<file path="src/rtl/swd_host_pkg.sv">
package swd_host_pkg;

  localparam int WORD_W = 32;
  localparam int REQ_W  = 8;
  localparam int ACK_W  = 3;

  localparam logic [ACK_W-1:0] ACK_OK    = 3'b001;
  localparam logic [ACK_W-1:0] ACK_WAIT  = 3'b010;
  localparam logic [ACK_W-1:0] ACK_FAULT = 3'b100;

  typedef enum logic [2:0] {
    ST_OK      = 3'd0,
    ST_FAULT   = 3'd1,
    ST_TIMEOUT = 3'd2,
    ST_NOCONN  = 3'd3,
    ST_PARITY  = 3'd4
  } xferStat_e;

  typedef enum logic [3:0] {
    PH_IDLE, PH_REQ, PH_TRN, PH_ACK, PH_TRNX,
    PH_WTRN, PH_WDAT, PH_RDAT, PH_IDL8
  } busPhase_e;

  // strobes from control to datapath
  typedef struct packed {
    logic startLatch;
    logic loadReq;
    logic loadWr;
    logic shiftTx;
    logic capAck;
    logic capRx;
    logic run;
  } dpCtl_t;

  function automatic logic [REQ_W-1:0] encReq(input logic ap, input logic rnw,
                                              input logic [1:0] addr);
    return {1'b1, 1'b0, ap ^ rnw ^ addr[0] ^ addr[1], addr[1], addr[0], rnw, ap, 1'b1};
  endfunction

endpackage

</file>
<file path="src/rtl/swd_host_dp.sv">
module swd_host_dp
  import swd_host_pkg::*;
#(
  parameter int DIV_W = 8
) (
  input  logic              clk,
  input  logic              rstN,
  input  dpCtl_t            ctl,
  input  logic              reqAp,
  input  logic              reqRnw,
  input  logic [1:0]        reqAddr,
  input  logic [WORD_W-1:0] wrData,
  input  logic [DIV_W-1:0]  bitDelay,
  input  logic              swdioIn,
  output logic              halfTick,
  output logic              txBit,
  output logic              isRead,
  output logic [ACK_W-1:0]  ackVal,
  output logic              rxParOk,
  output logic [WORD_W-1:0] rdData
);

  localparam int FRAME_W = WORD_W + 1;

  logic [DIV_W-1:0]   divLat, halfCnt, lastCnt;
  logic [REQ_W-1:0]   reqByte;
  logic [WORD_W-1:0]  wrLat;
  logic [FRAME_W-1:0] txShift, rxShift;
  logic [ACK_W-1:0]   ackShift;

  assign lastCnt  = (divLat == '0) ? '0 : divLat - 1'b1;
  assign halfTick = ctl.run && (halfCnt == lastCnt);

  always_ff @(posedge clk or negedge rstN) begin
    if (!rstN) begin
      divLat   <= '0;
      halfCnt  <= '0;
      reqByte  <= '0;
      wrLat    <= '0;
      txShift  <= '0;
      rxShift  <= '0;
      ackShift <= '0;
    end else if (ctl.startLatch) begin
      divLat  <= bitDelay;
      halfCnt <= '0;
      reqByte <= encReq(reqAp, reqRnw, reqAddr);
      wrLat   <= wrData;
      txShift <= {{(FRAME_W-REQ_W){1'b0}}, encReq(reqAp, reqRnw, reqAddr)};
    end else begin
      if (ctl.run) halfCnt <= halfTick ? '0 : halfCnt + 1'b1;
      if (ctl.loadReq)      txShift <= {{(FRAME_W-REQ_W){1'b0}}, reqByte};
      else if (ctl.loadWr)  txShift <= {^wrLat, wrLat};
      else if (ctl.shiftTx) txShift <= {1'b0, txShift[FRAME_W-1:1]};
      if (ctl.capAck) ackShift <= {swdioIn, ackShift[ACK_W-1:1]};
      if (ctl.capRx)  rxShift  <= {swdioIn, rxShift[FRAME_W-1:1]};
    end
  end

  assign txBit   = txShift[0];
  assign isRead  = reqByte[2];
  assign ackVal  = ackShift;
  assign rxParOk = ~^rxShift;
  assign rdData  = rxShift[WORD_W-1:0];


  half_bound_chk: assert property (@(posedge clk) disable iff (!rstN)
    ctl.run |-> halfCnt <= lastCnt);


  wr_parity_chk: assert property (@(posedge clk) disable iff (!rstN)
    ctl.loadWr |=> (^txShift) == 1'b0);

endmodule

</file>
<file path="src/rtl/swd_host_ctrl.sv">
module swd_host_ctrl
  import swd_host_pkg::*;
#(
  parameter int INNER_RETRY = 250,
  parameter int OUTER_RETRY = 8,
  parameter int IDLE_BITS   = 8
) (
  input  logic             clk,
  input  logic             rstN,
  input  logic             start,
  input  logic             halfTick,
  input  logic             txBit,
  input  logic             isRead,
  input  logic [ACK_W-1:0] ackVal,
  input  logic             rxParOk,
  output dpCtl_t           ctl,
  output logic             swclk,
  output logic             swdioOut,
  output logic             swdioOe,
  output logic             busy,
  output logic             done,
  output logic [2:0]       status
);

  localparam int MAXB  = (WORD_W + 1 > IDLE_BITS) ? WORD_W + 1 : IDLE_BITS;
  localparam int BIT_W = $clog2(MAXB);
  localparam int IN_W  = (INNER_RETRY > 1) ? $clog2(INNER_RETRY) : 1;
  localparam int OUT_W = (OUTER_RETRY > 1) ? $clog2(OUTER_RETRY) : 1;

  busPhase_e        state;
  logic             phase;
  logic [BIT_W-1:0] bitCnt, lastBit;
  logic [IN_W-1:0]  innerCnt;
  logic [OUT_W-1:0] outerCnt;
  logic             retryPend, doneReg;
  xferStat_e        pendStat, statusReg;
  logic             lowEnd, highEnd, bitLast, innerLast, budgetOut;

  assign lowEnd    = halfTick & ~phase;
  assign highEnd   = halfTick & phase;
  assign bitLast   = (bitCnt == lastBit);
  assign innerLast = (innerCnt == IN_W'(INNER_RETRY - 1));
  assign budgetOut = innerLast && (outerCnt == OUT_W'(OUTER_RETRY - 1));

  always_comb begin
    unique case (state)
      PH_REQ:           lastBit = BIT_W'(REQ_W - 1);
      PH_ACK:           lastBit = BIT_W'(ACK_W - 1);
      PH_WDAT, PH_RDAT: lastBit = BIT_W'(WORD_W);
      PH_IDL8:          lastBit = BIT_W'(IDLE_BITS - 1);
      default:          lastBit = '0;
    endcase
  end

  always_comb begin
    ctl            = '0;
    ctl.run        = (state != PH_IDLE);
    ctl.startLatch = (state == PH_IDLE) && start;
    ctl.capAck     = lowEnd && (state == PH_ACK);
    ctl.capRx      = lowEnd && (state == PH_RDAT);
    ctl.shiftTx    = highEnd && ((state == PH_REQ) || (state == PH_WDAT));
    ctl.loadWr     = highEnd && (state == PH_WTRN);
    ctl.loadReq    = highEnd && (state == PH_TRNX) && retryPend;
  end

  always_ff @(posedge clk or negedge rstN) begin
    if (!rstN) begin
      state     <= PH_IDLE;
      phase     <= 1'b0;
      bitCnt    <= '0;
      innerCnt  <= '0;
      outerCnt  <= '0;
      retryPend <= 1'b0;
      pendStat  <= ST_OK;
      statusReg <= ST_OK;
      doneReg   <= 1'b0;
    end else begin
      doneReg <= 1'b0;
      if (state == PH_IDLE) begin
        if (start) begin
          state     <= PH_REQ;
          phase     <= 1'b0;
          bitCnt    <= '0;
          innerCnt  <= '0;
          outerCnt  <= '0;
          retryPend <= 1'b0;
        end
      end else if (lowEnd) begin
        phase <= 1'b1;
      end else if (highEnd) begin
        phase <= 1'b0;
        if (!bitLast) begin
          bitCnt <= bitCnt + 1'b1;
        end else begin
          bitCnt <= '0;
          case (state)
            PH_REQ: state <= PH_TRN;
            PH_TRN: state <= PH_ACK;
            PH_ACK: begin
              if (ackVal == ACK_OK) begin
                state <= isRead ? PH_RDAT : PH_WTRN;
              end else begin
                state <= PH_TRNX;
                if (ackVal == ACK_WAIT) begin
                  retryPend <= !budgetOut;
                  pendStat  <= ST_TIMEOUT;
                  if (innerLast) begin
                    innerCnt <= '0;
                    outerCnt <= outerCnt + 1'b1;
                  end else begin
                    innerCnt <= innerCnt + 1'b1;
                  end
                end else begin
                  retryPend <= 1'b0;
                  pendStat  <= (ackVal == ACK_FAULT) ? ST_FAULT : ST_NOCONN;
                end
              end
            end
            PH_TRNX: begin
              if (retryPend) begin
                state <= PH_REQ;
              end else begin
                state     <= PH_IDLE;
                doneReg   <= 1'b1;
                statusReg <= pendStat;
              end
            end
            PH_WTRN: state <= PH_WDAT;
            PH_WDAT: state <= PH_IDL8;
            PH_RDAT: begin
              state    <= PH_IDL8;
              pendStat <= rxParOk ? ST_OK : ST_PARITY;
            end
            PH_IDL8: begin
              state     <= PH_IDLE;
              doneReg   <= 1'b1;
              statusReg <= isRead ? pendStat : ST_OK;
            end
            default: state <= PH_IDLE;
          endcase
        end
      end
    end
  end

  assign busy     = (state != PH_IDLE);
  assign swclk    = (state == PH_IDLE) | phase;
  assign swdioOe  = (state == PH_REQ) || (state == PH_WDAT) || (state == PH_IDL8);
  assign swdioOut = ((state == PH_REQ) || (state == PH_WDAT)) & txBit;
  assign done     = doneReg;
  assign status   = statusReg;


  done_pulse_chk: assert property (@(posedge clk) disable iff (!rstN)
    done |=> !done);


  done_idle_chk: assert property (@(posedge clk) disable iff (!rstN)
    done |-> !busy);


  busy_start_chk: assert property (@(posedge clk) disable iff (!rstN)
    $rose(busy) |-> $past(start));


  clk_hold_chk: assert property (@(posedge clk) disable iff (!rstN)
    (busy && !halfTick) |=> $stable(swclk));

endmodule

</file>
<file path="src/rtl/swd_host_engine.sv">
module swd_host_engine
  import swd_host_pkg::*;
#(
  parameter int DIV_W       = 8,
  parameter int INNER_RETRY = 250,
  parameter int OUTER_RETRY = 8,
  parameter int IDLE_BITS   = 8
) (
  input  logic              clk,
  input  logic              rstN,
  input  logic              start,
  input  logic              reqAp,
  input  logic              reqRnw,
  input  logic [1:0]        reqAddr,
  input  logic [31:0]       wrData,
  input  logic [DIV_W-1:0]  bitDelay,
  input  logic              swdioIn,
  output logic              swclk,
  output logic              swdioOut,
  output logic              swdioOe,
  output logic [31:0]       rdData,
  output logic [2:0]        status,
  output logic              done,
  output logic              busy
);

  dpCtl_t           ctl;
  logic             halfTick, txBit, isRead, rxParOk;
  logic [ACK_W-1:0] ackVal;

  swd_host_ctrl #(
    .INNER_RETRY(INNER_RETRY),
    .OUTER_RETRY(OUTER_RETRY),
    .IDLE_BITS  (IDLE_BITS)
  ) u_ctrl (
    .clk     (clk),
    .rstN    (rstN),
    .start   (start),
    .halfTick(halfTick),
    .txBit   (txBit),
    .isRead  (isRead),
    .ackVal  (ackVal),
    .rxParOk (rxParOk),
    .ctl     (ctl),
    .swclk   (swclk),
    .swdioOut(swdioOut),
    .swdioOe (swdioOe),
    .busy    (busy),
    .done    (done),
    .status  (status)
  );

  swd_host_dp #(
    .DIV_W(DIV_W)
  ) u_dp (
    .clk     (clk),
    .rstN    (rstN),
    .ctl     (ctl),
    .reqAp   (reqAp),
    .reqRnw  (reqRnw),
    .reqAddr (reqAddr),
    .wrData  (wrData),
    .bitDelay(bitDelay),
    .swdioIn (swdioIn),
    .halfTick(halfTick),
    .txBit   (txBit),
    .isRead  (isRead),
    .ackVal  (ackVal),
    .rxParOk (rxParOk),
    .rdData  (rdData)
  );

endmodule

</file>
<file path="config.mk">
export PLATFORM = sky130hd
export DESIGN_NAME = swd_host_engine
export DESIGN_NICKNAME = d
export VERILOG_FILES = /design/src/rtl/swd_host_pkg.sv /design/src/rtl/swd_host_dp.sv /design/src/rtl/swd_host_ctrl.sv /design/src/rtl/swd_host_engine.sv
export SDC_FILE = /design/constraint.sdc
export NUM_CORES = 1
export LEC_CHECK = 0
export ABC_AREA = 0
export BUFFER_PORTS_ARGS = -buffer_cell sky130_fd_sc_hd__buf_2
export CELL_PAD_IN_SITES_DETAIL_PLACEMENT = 0
export CELL_PAD_IN_SITES_GLOBAL_PLACEMENT = 1
export CORE_MARGIN = 3
export CORE_UTILIZATION = 47
export CTS_CLUSTER_SIZE = 28
export DETAILED_ROUTE_END_ITERATION = 8
export PLACE_DENSITY_LB_ADDON = 0.08
export REMOVE_ABC_BUFFERS = 1
export SKIP_LAST_GASP = 1
export SYNTH_ARGS = -nofsm -noshare
export SYNTH_HDL_FRONTEND = slang
export SYNTH_SLANG_ARGS = --single-unit
</file>
<file path="constraint.sdc">
create_clock -name clk -period 4.45 [get_ports clk]
set_clock_uncertainty 0.1 [all_clocks]
set_input_delay 0.2225 -clock clk [delete_from_list [all_inputs] [get_ports clk]]
set_output_delay 0.2225 -clock clk [all_outputs]
set_load 0.005 [all_outputs]
</file>
==> impl_results.md, run 1 <==
- Total Routing Usage GR: about a fifth
- Worst Setup SP: u_dp.divLat[0]
- First-pass GRT wire length: ~29 mm
- Final Cycle Share: a little under nine tenths
- Die extent in y: around 140 microns
- RSZ-0062 raised after global routing: no
- Worst endpoint required time: 4.65 ns
- Slew @ Worst Pin: 0.787 ns
- 1st-iter DRT viols: approximately 300
- VDD IR max: between 0.0002 and 0.0003 V
- P&R area growth vs syn: 18.0%
- # hold bufs at CTS: 46
- Vias in the first global route: 5,750
- Critical path data arrival time: 4.04 ns
- Worst skew pair latency: around 0.43 ns
- Fin crit period: approximately 3.8 ns
- Total design power: 0.00291 W
- Wire per inst: ~17 microns
- Nets@finish: 864
- Worst hold path class: in -> reg
- Final setup viols: 0
- Starting Density: about half
- Fmax: approximately 260 MHz
- Hold path cells: 3
- Hold endpoint: u_dp.halfCnt[4]
- Ports: 88
- WP buf/inv: 2
- Reg clk slew, reported paths: about 0.070 ns
- Outcome: finished, final reports clean
- Yosys reg bits: ~150
- Post-Syn Area: 0.00812 sq mm
- Crit path capture type: flop
- Reg2reg end: u_dp.rxShift[10]
- Width of the die: 137 microns
- Setup Slack @ Placement: 0.694 ns
- # rows: 47
- Antenna Cells: 0
- Fraction of registers with async set/reset: 100%
- Sequential fraction of the synthesis area: a little under half
- Clock power share: around 50%
- Total CTS buffers: 17
- Primary FF master, synth: dfrtp_1
- Setup bufs post-CTS: 0
- Leak pwr: between 4 and 5 nW
- H-tree Lvls: 4
- Total number of vias: about 5,700
- Post-synth EDFFs: 0
- First drt pass iteration count: 5
- Core area: between 0.015 and 0.02 sq mm
- Cell Int Power: between 0.002 and 0.0025 W
- Hold_sp: start
- Setup crit start kind: flop
- P per Cell Area: 304 mW/mm^2
- CTS resizes: 0
- Via density: 5.44
- Net Sw Frac: 22.6%
- Clock Sinks: about 150
- Logic pwr share: between 2 and 3%
- Synthesis Warnings: 0
- Crit-path cells: inv_1 -> ha_1 -> nor3b_1 -> a221oi_1 -> nor4_1 -> nor2_1 -> or3_4 -> nor4_4 -> buf_4 -> mux2_2
- R2r worst-path depth: 10
- Deepest clock path buffer count: 2
- DIE AREA: ~0.019 sq mm
- Synth Instances: between 700 and 800
- Fin. Hold Viols: 0
- Critical Path Slowest Stage Cell: nor3b_1
- Switch Pwr: 0.000657 W
- Design Area, Final: 0.00957 sq mm
- GR Overflow Total: 0
- Post-synth cell types: 66
- Max-slew violation count: 0
- Max_cap viols: 0
- Setup tns final: 0 ns
- Crit path max-delay family: simple AND/OR/NAND/NOR gates
- Max incr delay on CP: 0.53 ns
- Placed Area: about 0.0085 sq mm
- Share of cells above drive strength 1: 28.0%
- Syn Area/Cell: about 11 sq um
- Port-buffer cells: 87
- Share of total power in sequential cells: between 40% and 50%
- Worst setup path class: reg -> reg
- Final worst setup slack: 0.612 ns
- R2r setup slk: 0.61 ns
- Rel. slew slack: between 40% and 50%
- DRC viols: 0
- RR Startpoint: u_dp.divLat[0]
- Root buf cell: clkbuf_16
- Initial antenna violation count: 0
- Worst-path fanout max: 33
- RePlAce Congestion: roughly 0.83
- Largest net degree at the start of global routing: 66
- TritonCTS clock tree: done
- DRT Wirelength: about 17 mm
- Hpwl dp: ~12 mm
- Detail Route Antenna Nets: 0
## synthesized netlist by cell type (all sizes together), types with 3 or more instances
master / number / area (sq um)
nand4: 5 / 31.3
buf: 44 / 335
nand2b: 6 / 37.5
nor3: 14 / 70.1
o21a: 8 / 60.1
o31ai: 3 / 22.5
and2: 3 / 18.8
xor2: 12 / 105
xnor2: 64 / 561
o21ai: 27 / 135
a31oi: 4 / 25.0
inv: 10 / 37.5
a21oi: 10 / 50.1
o22a: 5 / 43.8
or2: 3 / 18.8
a32o: 3 / 31.3
mux2i: 32 / 320
nand2: 25 / 93.8
mux2: 88 / 991
ha: 7 / 87.6
a21boi: 4 / 30.0
clkbuf: 23 / 86.3
and3: 9 / 56.3
nor4: 10 / 83.8
nand3: 18 / 90.1
nor2: 29 / 109
nor2b: 5 / 31.3
dfrtp: 153 / 3830
a21o: 3 / 22.5
a22o: 6 / 52.6
a221o: 6 / 60.1
or3: 5 / 36.3
nor3b: 6 / 45.0
o2bb2ai: 26 / 228
or4: 5 / 41.3
## tightest hold or removal path, cell delays in order
cell and delay, ns:
buf_2 0.11, nand2b_1 0.16, a31oi_1 0.10
## per-layer routing
layer,GRT usage (%),routed length [microns],share of wire [%]
met5,0,0,0
met4,4.82,172,1.0
met3,4.75,456,2.6
met2,31.0,8290,48
met1,26.6,8360,48
## power groups by stage
stage	registers, W	logic, W	clock network, W
after global routing	0.00139	0.0000968	0.00153
after global placement	0.00142	0.0000552	0
after detailed placement	0.00142	0.0000567	0
after CTS	0.00139	0.0000883	0.00147
final	0.00139	0.0000853	0.00143
after floorplan	0.00142	0.00000434	0
## worst max-delay path by stage
stage                  endpoint  cells past startpoint  slack (ns)
6_report       u_dp.rxShift[10]                     10        0.61
5_1_grt        u_ctrl.status[2]                      9        0.38
4_1_cts        u_dp.rxShift[29]                     10        0.67
3_5_place_dp   u_dp.rxShift[29]                     10        0.69
3_3_place_gp    u_dp.rxShift[7]                     10        0.81
2_1_floorplan   u_dp.txShift[5]                      9       -2.35
## stage by stage
stage	std cells	utilization, %	hold slack [ns]
after global routing	1042	57.1	0.127
after detailed placement	964	50.9	0.170
after global placement	964	50.9	0.157
after floorplan	642	-	-0.173
final	1042	57.1	0.114
after CTS	1042	57.1	0.103
## placed cells by master, fill, tap and decap left out, types with 9 or more instances in the layout
cell and count:
a21oi_1 10, xnor2_1 64, buf_4 15, mux2i_1 32, nand3_1 18, nor2_1 29
dfrtp_1 153, xor2_1 12, and3_1 9, inv_1 10, o21ai_0 27, buf_2 86
nand2_1 25, nor3_1 14, clkbuf_16 17, o2bb2ai_1 26, dlygate4sd3_1 46, mux2_2 85
## registers in the layout, summed over array words and instances (netlist names), 4 cells and up
| register | count |
|---|---|
| u_dp.halfCnt | 8 |
| u_ctrl.bitCnt | 6 |
| u_dp.reqByte | 6 |
| u_ctrl.state | 4 |
| u_dp.divLat | 8 |
| u_dp.rxShift | 33 |
| u_ctrl.innerCnt | 8 |
| u_dp.wrLat | 32 |
| u_dp.txShift | 33 |
## kinds of logic (layout without fill, tap and decap cells)
logic type / count (synthesis) / count (layout) / share of synthesized area (%)
and+or+nand+nor: 151 / 151 / 10.3
DFF: 153 / 153 / 47.2
buffers and inverters: 79 / 192 / 5.75
muxes: 120 / 120 / 16.2
xor gates and xnor gates: 77 / 77 / 8.48
AOI/OAI and AO/OA: 122 / 122 / 11.1
adders and majority gates: 7 / 7 / 1.08
## cell type report
cell class,count,area (sq um)
sequential,153,3830
tap,220,275
fill,1475,7190
clock buffer,19,453
timing repair buffer,148,1010
multi-input combinational,477,3830
clock inverter,13,129
inverter,12,45.0
Power figures use the tool's default switching activity.
==> run 2: changes to the inputs <==
GPL_TIMING_DRIVEN = 0   (was default)
==> run 2 against run 1 <==
Final cell count fell by 0.58%. Via count rose by 0.78%. Core utilization rose by 0.15 points. Clock power barely moved. Die area did not move.
==> impl_results.md, run 2 (synthesis gave the netlist of run 1 again) <==
- Largest net degree at the start of global routing: 86 (+30%)
- Worst Setup SP: u_dp.divLat[0]
- Met1 global-route usage: 26.4% (-0.19 points)
- VDD IR max: 0.000250 V (-3.9%)
- Max_cap viols: 0 (unchanged)
- Total design power: 0.00293 W (+0.90%)
- Met2 GRT Util: 30.5% (-0.52 points)
- Setup crit start kind: flop
- Largest regs: u_dp.rxShift x33, u_dp.txShift x33, u_dp.wrLat x32
- GR Overflow Total: 0 (unchanged)
- Critical path data arrival time: 4.37 ns (+0.33 ns)
- Deepest clock path buffer count: 2 (unchanged)
- Reg clk slew, reported paths: 0.06 ns (about the same)
- Initial antenna violation count: 0 (unchanged)
- TritonCTS clock tree: done
- Wire per inst: 16.5 microns (-0.36%)
- Total Routing Usage GR: 19.1% (-0.33 points)
- Hold_sp: start
- Worst-path fanout max: 17 (-48%)
- DIE AREA: 0.0189 sq mm (unchanged)
- # rows: 47 (unchanged)
- Max-slew violation count: 0 (unchanged)
- Fin. Hold Viols: 0 (unchanged)
- Worst hold slack: 0.114 ns (+0.000419 ns)
- Setup tns final: 0 ns (unchanged)
- Width of the die: 137 microns (unchanged)
- Fin crit period: 4.17 ns (+0.335 ns)
- Met3 usage in global routing: 3.54% (-1.2 points)
- Worst setup path class: reg -> reg
- Most frequent cells in the layout: dfrtp_1, buf_2, mux2_2
- Via density: 5.51 (+1.4%)
- Final setup viols: 0 (unchanged)
- Worst endpoint required time: 4.64 ns (about the same)
- Nets@finish: 860 (-0.46%)
- Die extent in y: 137 microns (unchanged)
- Core area: 0.0168 sq mm (unchanged)
- Share of cells above drive strength 1: 27.1% (-0.90 points)
- Outcome: finished, final reports clean
- Slew @ Worst Pin: 1.14 ns (+0.350 ns)
- Rel. slew slack: 23.6% (-23 points)
- Non-Filler Instances: 1,036 (-0.58%)
- RSZ-0062 raised after global routing: yes
- Worst skew pair latency: 0.42 ns (about the same)
- RR Startpoint: u_dp.divLat[0]
- Final Cycle Share: 93.8% (+7.5 points)
- RePlAce Congestion: 0.814 (-2.2%)
- H-tree Lvls: 4 (unchanged)
- Gr busiest metal: met2
- Crit path capture type: flop
- Antenna Cells: 0 (unchanged)
- Starting Density: 48.4% (unchanged)
- Clock Sinks: 153 (unchanged)
- DRC viols: 0 (unchanged)
- Ports: 88 (unchanged)
- Worst hold path class: in -> reg
- P per Cell Area: 306 mW/mm^2 (+0.63%)
- First drt pass iteration count: 4 (-1)
- Detail Route Antenna Nets: 0 (unchanged)
- Total number of vias: 5,711 (+0.78%)
- Hpwl dp: 11.7 mm (-2.4%)
- Commonest non-fill, non-tap cell in the layout: dfrtp_1
- Fmax: 240 MHz (-8.0%)
- Port-buffer cells: 87 (unchanged)
- 1st-iter DRT viols: 255 (-14%)
- P&R area growth vs syn: 18.3%
- DRT Wirelength: 17.1 mm (-0.93%)
- Root buf cell: clkbuf_16
- Leak pwr: 4.36 nW (-0.12%)
- Total CTS buffers: 17 (unchanged)
- Fillers: 1,439 (-2.4%)
- Total placed cells including tap cells: 958 (-0.62%)
- Vias in the first global route: 5,772 (+0.38%)
- First-pass GRT wire length: 29.0 mm (-0.40%)
## run 2: final cells by class
| class | instances | area [sq um] | area share [%] |
|---|---|---|---|
| sequential | 153 | 3830 | 39.9 |
| clock inverter | 8 | 121 | 1.26 |
| timing repair buffer | 143 | 1030 | 10.7 |
| multi-input combinational | 478 | 3840 | 40.0 |
| tap | 220 | 275 | 2.87 |
| clock buffer | 22 | 464 | 4.84 |
| inverter | 12 | 45.0 | 0.469 |
## run 2: worst max-delay path: stages (launching register included)
cell	delay, ns
dfrtp_1	0.50
inv_1	0.12
ha_1	0.35
nor3b_1	0.56
a221oi_1	0.16
nor4_1	0.52
nor2_1	0.22
or3_4	0.47
nor4_4	0.23
buf_6	0.25
buf_8	0.20
mux2_2	0.36
## run 2: final timing paths
path / cells after the start / to / slack, ns
min in group asynchronous: 2 / u_ctrl.innerCnt[4] / 0.26
hold / removal: 3 / u_dp.halfCnt[2] / 0.11
setup reg to reg: 11 / u_dp.rxShift[28] / 0.28
max in group asynchronous: 3 / u_dp.rxShift[3] / 3.14
setup / recovery: 11 / u_dp.rxShift[28] / 0.28
hold reg to reg: 2 / u_dp.reqByte[0] / 0.35
## run 2: metal layers
metal  routed length [microns]  part of all wire (%)
met5                         0                     0
met4                       202                   1.2
met3                       522                   3.1
met2                      8540                    50
met1                      7850                    46
## run 2: timing repair
action                                 in CTS  in global routing
setup buffers                               0                  0
endpoints found under the hold margin     114                  0
hold buffers                               46                  0
setup endpoints to repair                   0                 13
gates resized for setup                     0                  1
## run 2: power breakdown
part           switching [W]  internal [W]
logic              0.0000402     0.0000464
clock network       0.000551      0.000904
registers                  0       0.00139
total               0.000591       0.00234
## run 2: metrics by stage
step           util, %  setup WS [ns]  cell area, sq um
3_5_place_dp      50.9         0.0815              8530
5_1_grt           57.3        0.00343              9600
3_3_place_gp      50.2          -4.33              8410
6_report          57.3          0.278              9600
4_1_cts           57.1         0.0968              9580
2_1_floorplan        -          -2.35              7690
==> run 3: changes to the inputs <==
CORE_UTILIZATION = 40   (was 47)
RECOVER_POWER = 100   (was default)
==> run 3 against run 2 <==
The flow now finishes with violations (capacitance limit, slew limit). Sequential power is essentially flat. Fmax rose by 1.5%. Core utilization down 8.3 points. Clock power rose by 8%. Critical path depth unchanged. Final cell count grew 4.5%. Sequential share of layout area decreased by 0.25 points. Critical path type unchanged. Critical endpoint is now u_dp.rxShift[21]. Largest power group unchanged.
==> impl_results.md, run 3 (synthesis gave the netlist of run 1 again) <==
- Crit-path cells: inv_1 -> ha_1 -> nor3b_2 -> a221oi_1 -> nor4_1 -> nor2_1 -> or3_4 -> nor4_4 -> clkbuf_2 -> buf_16 -> mux2_2
- Die extent in y: 148 microns (+8.0%)
- P&R area growth vs syn: 19.0%
- Fmax: 243 MHz (+1.5%)
- Critical path data arrival time: 4.32 ns (-0.05 ns)
- Worst setup path class: reg -> reg
- Max-slew violation count: 65 (+65)
- Port-buffer cells: 87 (unchanged)
- Commonest non-fill, non-tap cell in the layout: dfrtp_1
- Final Cycle Share: 92.4% (-1.4 points)
- Total design power: 0.00304 W (+3.5%)
- VDD IR max: 0.000251 V (+0.51%)
- Total Routing Usage GR: 16.6% (-2.4 points)
- Detail Route Antenna Nets: 0 (unchanged)
- DRC viols: 0 (unchanged)
- Initial antenna violation count: 0 (unchanged)
- GR Overflow Total: 0 (unchanged)
- Total CTS buffers: 17 (unchanged)
- Max_cap viols: 1 (+1)
- 1st-iter DRT viols: 220 (-14%)
- Largest regs: u_dp.rxShift x33, u_dp.txShift x33, u_dp.wrLat x32
- R2r worst-path depth: 11 (unchanged)
- Worst hold slack: 0.0884 ns (-0.0257 ns)
- Rel. slew slack: -109% (-130 points)
- Slew @ Worst Pin: 3.13 ns (+2.00 ns)
- Worst-path fanout max: 17 (unchanged)
- Vias in the first global route: 5,948 (+3.0%)
- Antenna Cells: 0 (unchanged)
- Final setup viols: 0 (unchanged)
- Largest net degree at the start of global routing: 90 (+4.7%)
- Setup bufs post-CTS: 0 (unchanged)
- Wire per inst: 16.3 microns (-1.4%)
- Worst hold path class: in -> reg
- Total number of vias: 5,630 (-1.4%)
- Outcome: complete, but fails checks
- DRT Wirelength: 17.6 mm (+3.1%)
- Critical Path Slowest Stage Cell: dfrtp_1
- Fin. Hold Viols: 0 (unchanged)
- Ports: 88 (unchanged)
- RePlAce Congestion: 0.772 (-5.1%)
- Starting Density: 41.2% (-7.3 points)
- TritonCTS clock tree: done
- Hpwl dp: 12.1 mm (+4.0%)
- RSZ-0062 raised after global routing: no
- Width of the die: 148 microns (+8.0%)
- Crit path capture type: flop
- # rows: 51 (+8.5%)
- First drt pass iteration count: 5 (+1)
- Via density: 5.20 (-5.7%)
- Deepest clock path buffer count: 2 (unchanged)
- Violated checks: capacitance limit, slew limit
- Fin crit period: 4.11 ns (-0.0606 ns)
- Reg clk slew, reported paths: 0.07 ns (about the same)
- DIE AREA: 0.0220 sq mm (+17%)
- Setup crit start kind: flop
- Max incr delay on CP: 0.49 ns (-0.07 ns)
- Most frequent cells in the layout: dfrtp_1, mux2_2, xnor2_1
- P per Cell Area: 314 mW/mm^2 (+2.8%)
- Hold path cells: 3 (unchanged)
- First-pass GRT wire length: 30.1 mm (+3.6%)
- Share of cells above drive strength 1: 24.0% (-3.1 points)
- Worst skew pair latency: 0.42 ns (about the same)
- Nets@finish: 860 (unchanged)
- Clock Sinks: 153 (unchanged)
- H-tree Lvls: 4 (unchanged)
- Core area: 0.0197 sq mm (+18%)
- Worst endpoint required time: 4.66 ns (+0.02 ns)
- Leak pwr: 4.28 nW (-1.8%)
- Root buf cell: clkbuf_16
==> run 3: cell types whose count changed in the layout (fill, tap and decap cells not counted), sizes merged <==
cell and delta:
inv +9, clkbuf +22, buf -27, clkinv -3, clkdlybuf4s25 +1
==> run 3: power by group <==
part | leakage [nW] | internal, W | switching [W]
clock network | 0.310 | 0.000924 | 0.000634
logic | 2.04 | 0.0000466 | 0.0000404
registers | 1.93 | 0.00139 | 0
total | 4.28 | 0.00236 | 0.000674
==> run 3: worst max-delay path: cells and delay by family (launching register included) <==
kind	cells	cell delay, ns
AO/OA/AOI/OAI	1	0.14
buffers and inverters	3	0.82
AND/OR/NAND/NOR	5	1.76
adder cells (fa/ha/maj)	1	0.35
multiplexers	1	0.34
flip-flops	1	0.49
==> run 3: area by class of cell <==
| cell class | instances | area (sq um) |
|---|---|---|
| Clock buffer | 18 | 439 |
| Clock inverter | 14 | 195 |
| Fill cell | 1847 | 10100 |
| Inverter | 12 | 45.0 |
| Multi-Input combinational cell | 478 | 3840 |
| Sequential cell | 153 | 3830 |
| Tap cell | 265 | 332 |
| Timing Repair Buffer | 143 | 980 |
==> run 3: layer usage <==
layer	vias up	GRT usage (%)	routed length [microns]
met1	2790	23.1	8370
li1	2748	-	-
met4	0	5.64	138
met2	82	26.2	8610
met5	-	0	0
met3	10	3.29	529
==> run 3: stage by stage <==
| step | setup WS (ns) | util [%] | area, sq um | cells | setup TNS [ns] |
|---|---|---|---|---|---|
| CTS | 0.0226 | 49.2 | 9700 | 1081 | 0 |
| global route | 0.0118 | 49.0 | 9660 | 1083 | 0 |
| finish | 0.338 | 49.0 | 9660 | 1083 | 0 |
| floorplan | -2.35 | - | 7690 | 642 | -58.71 |
| global placement | -4.50 | 42.9 | 8460 | 994 | -142.98 |
| detailed placement | 0.0226 | 43.7 | 8610 | 1003 | 0 |
==> run 3: path summary, 6_finish.rpt <==
path | to | slack (ns) | from
worst max-delay path | u_dp.rxShift[21] | 0.34 | u_dp.divLat[0]
max in group asynchronous | u_dp.txShift[17] | 0.97 | rstN
worst max register to register | u_dp.rxShift[21] | 0.34 | u_dp.divLat[0]
min in group asynchronous | u_ctrl.innerCnt[4] | 1.48 | rstN
worst min register to register | u_dp.reqByte[0] | 0.35 | u_dp.reqByte[0]
worst min-delay path | u_dp.halfCnt[4] | 0.09 | start
==> run 3: repair_timing <==
action | CTS | global route
setup endpoints to repair | 0 | 38
endpoints found under the hold margin | 110 | 0
hold buffers | 46 | 0
resized for setup | 0 | 2
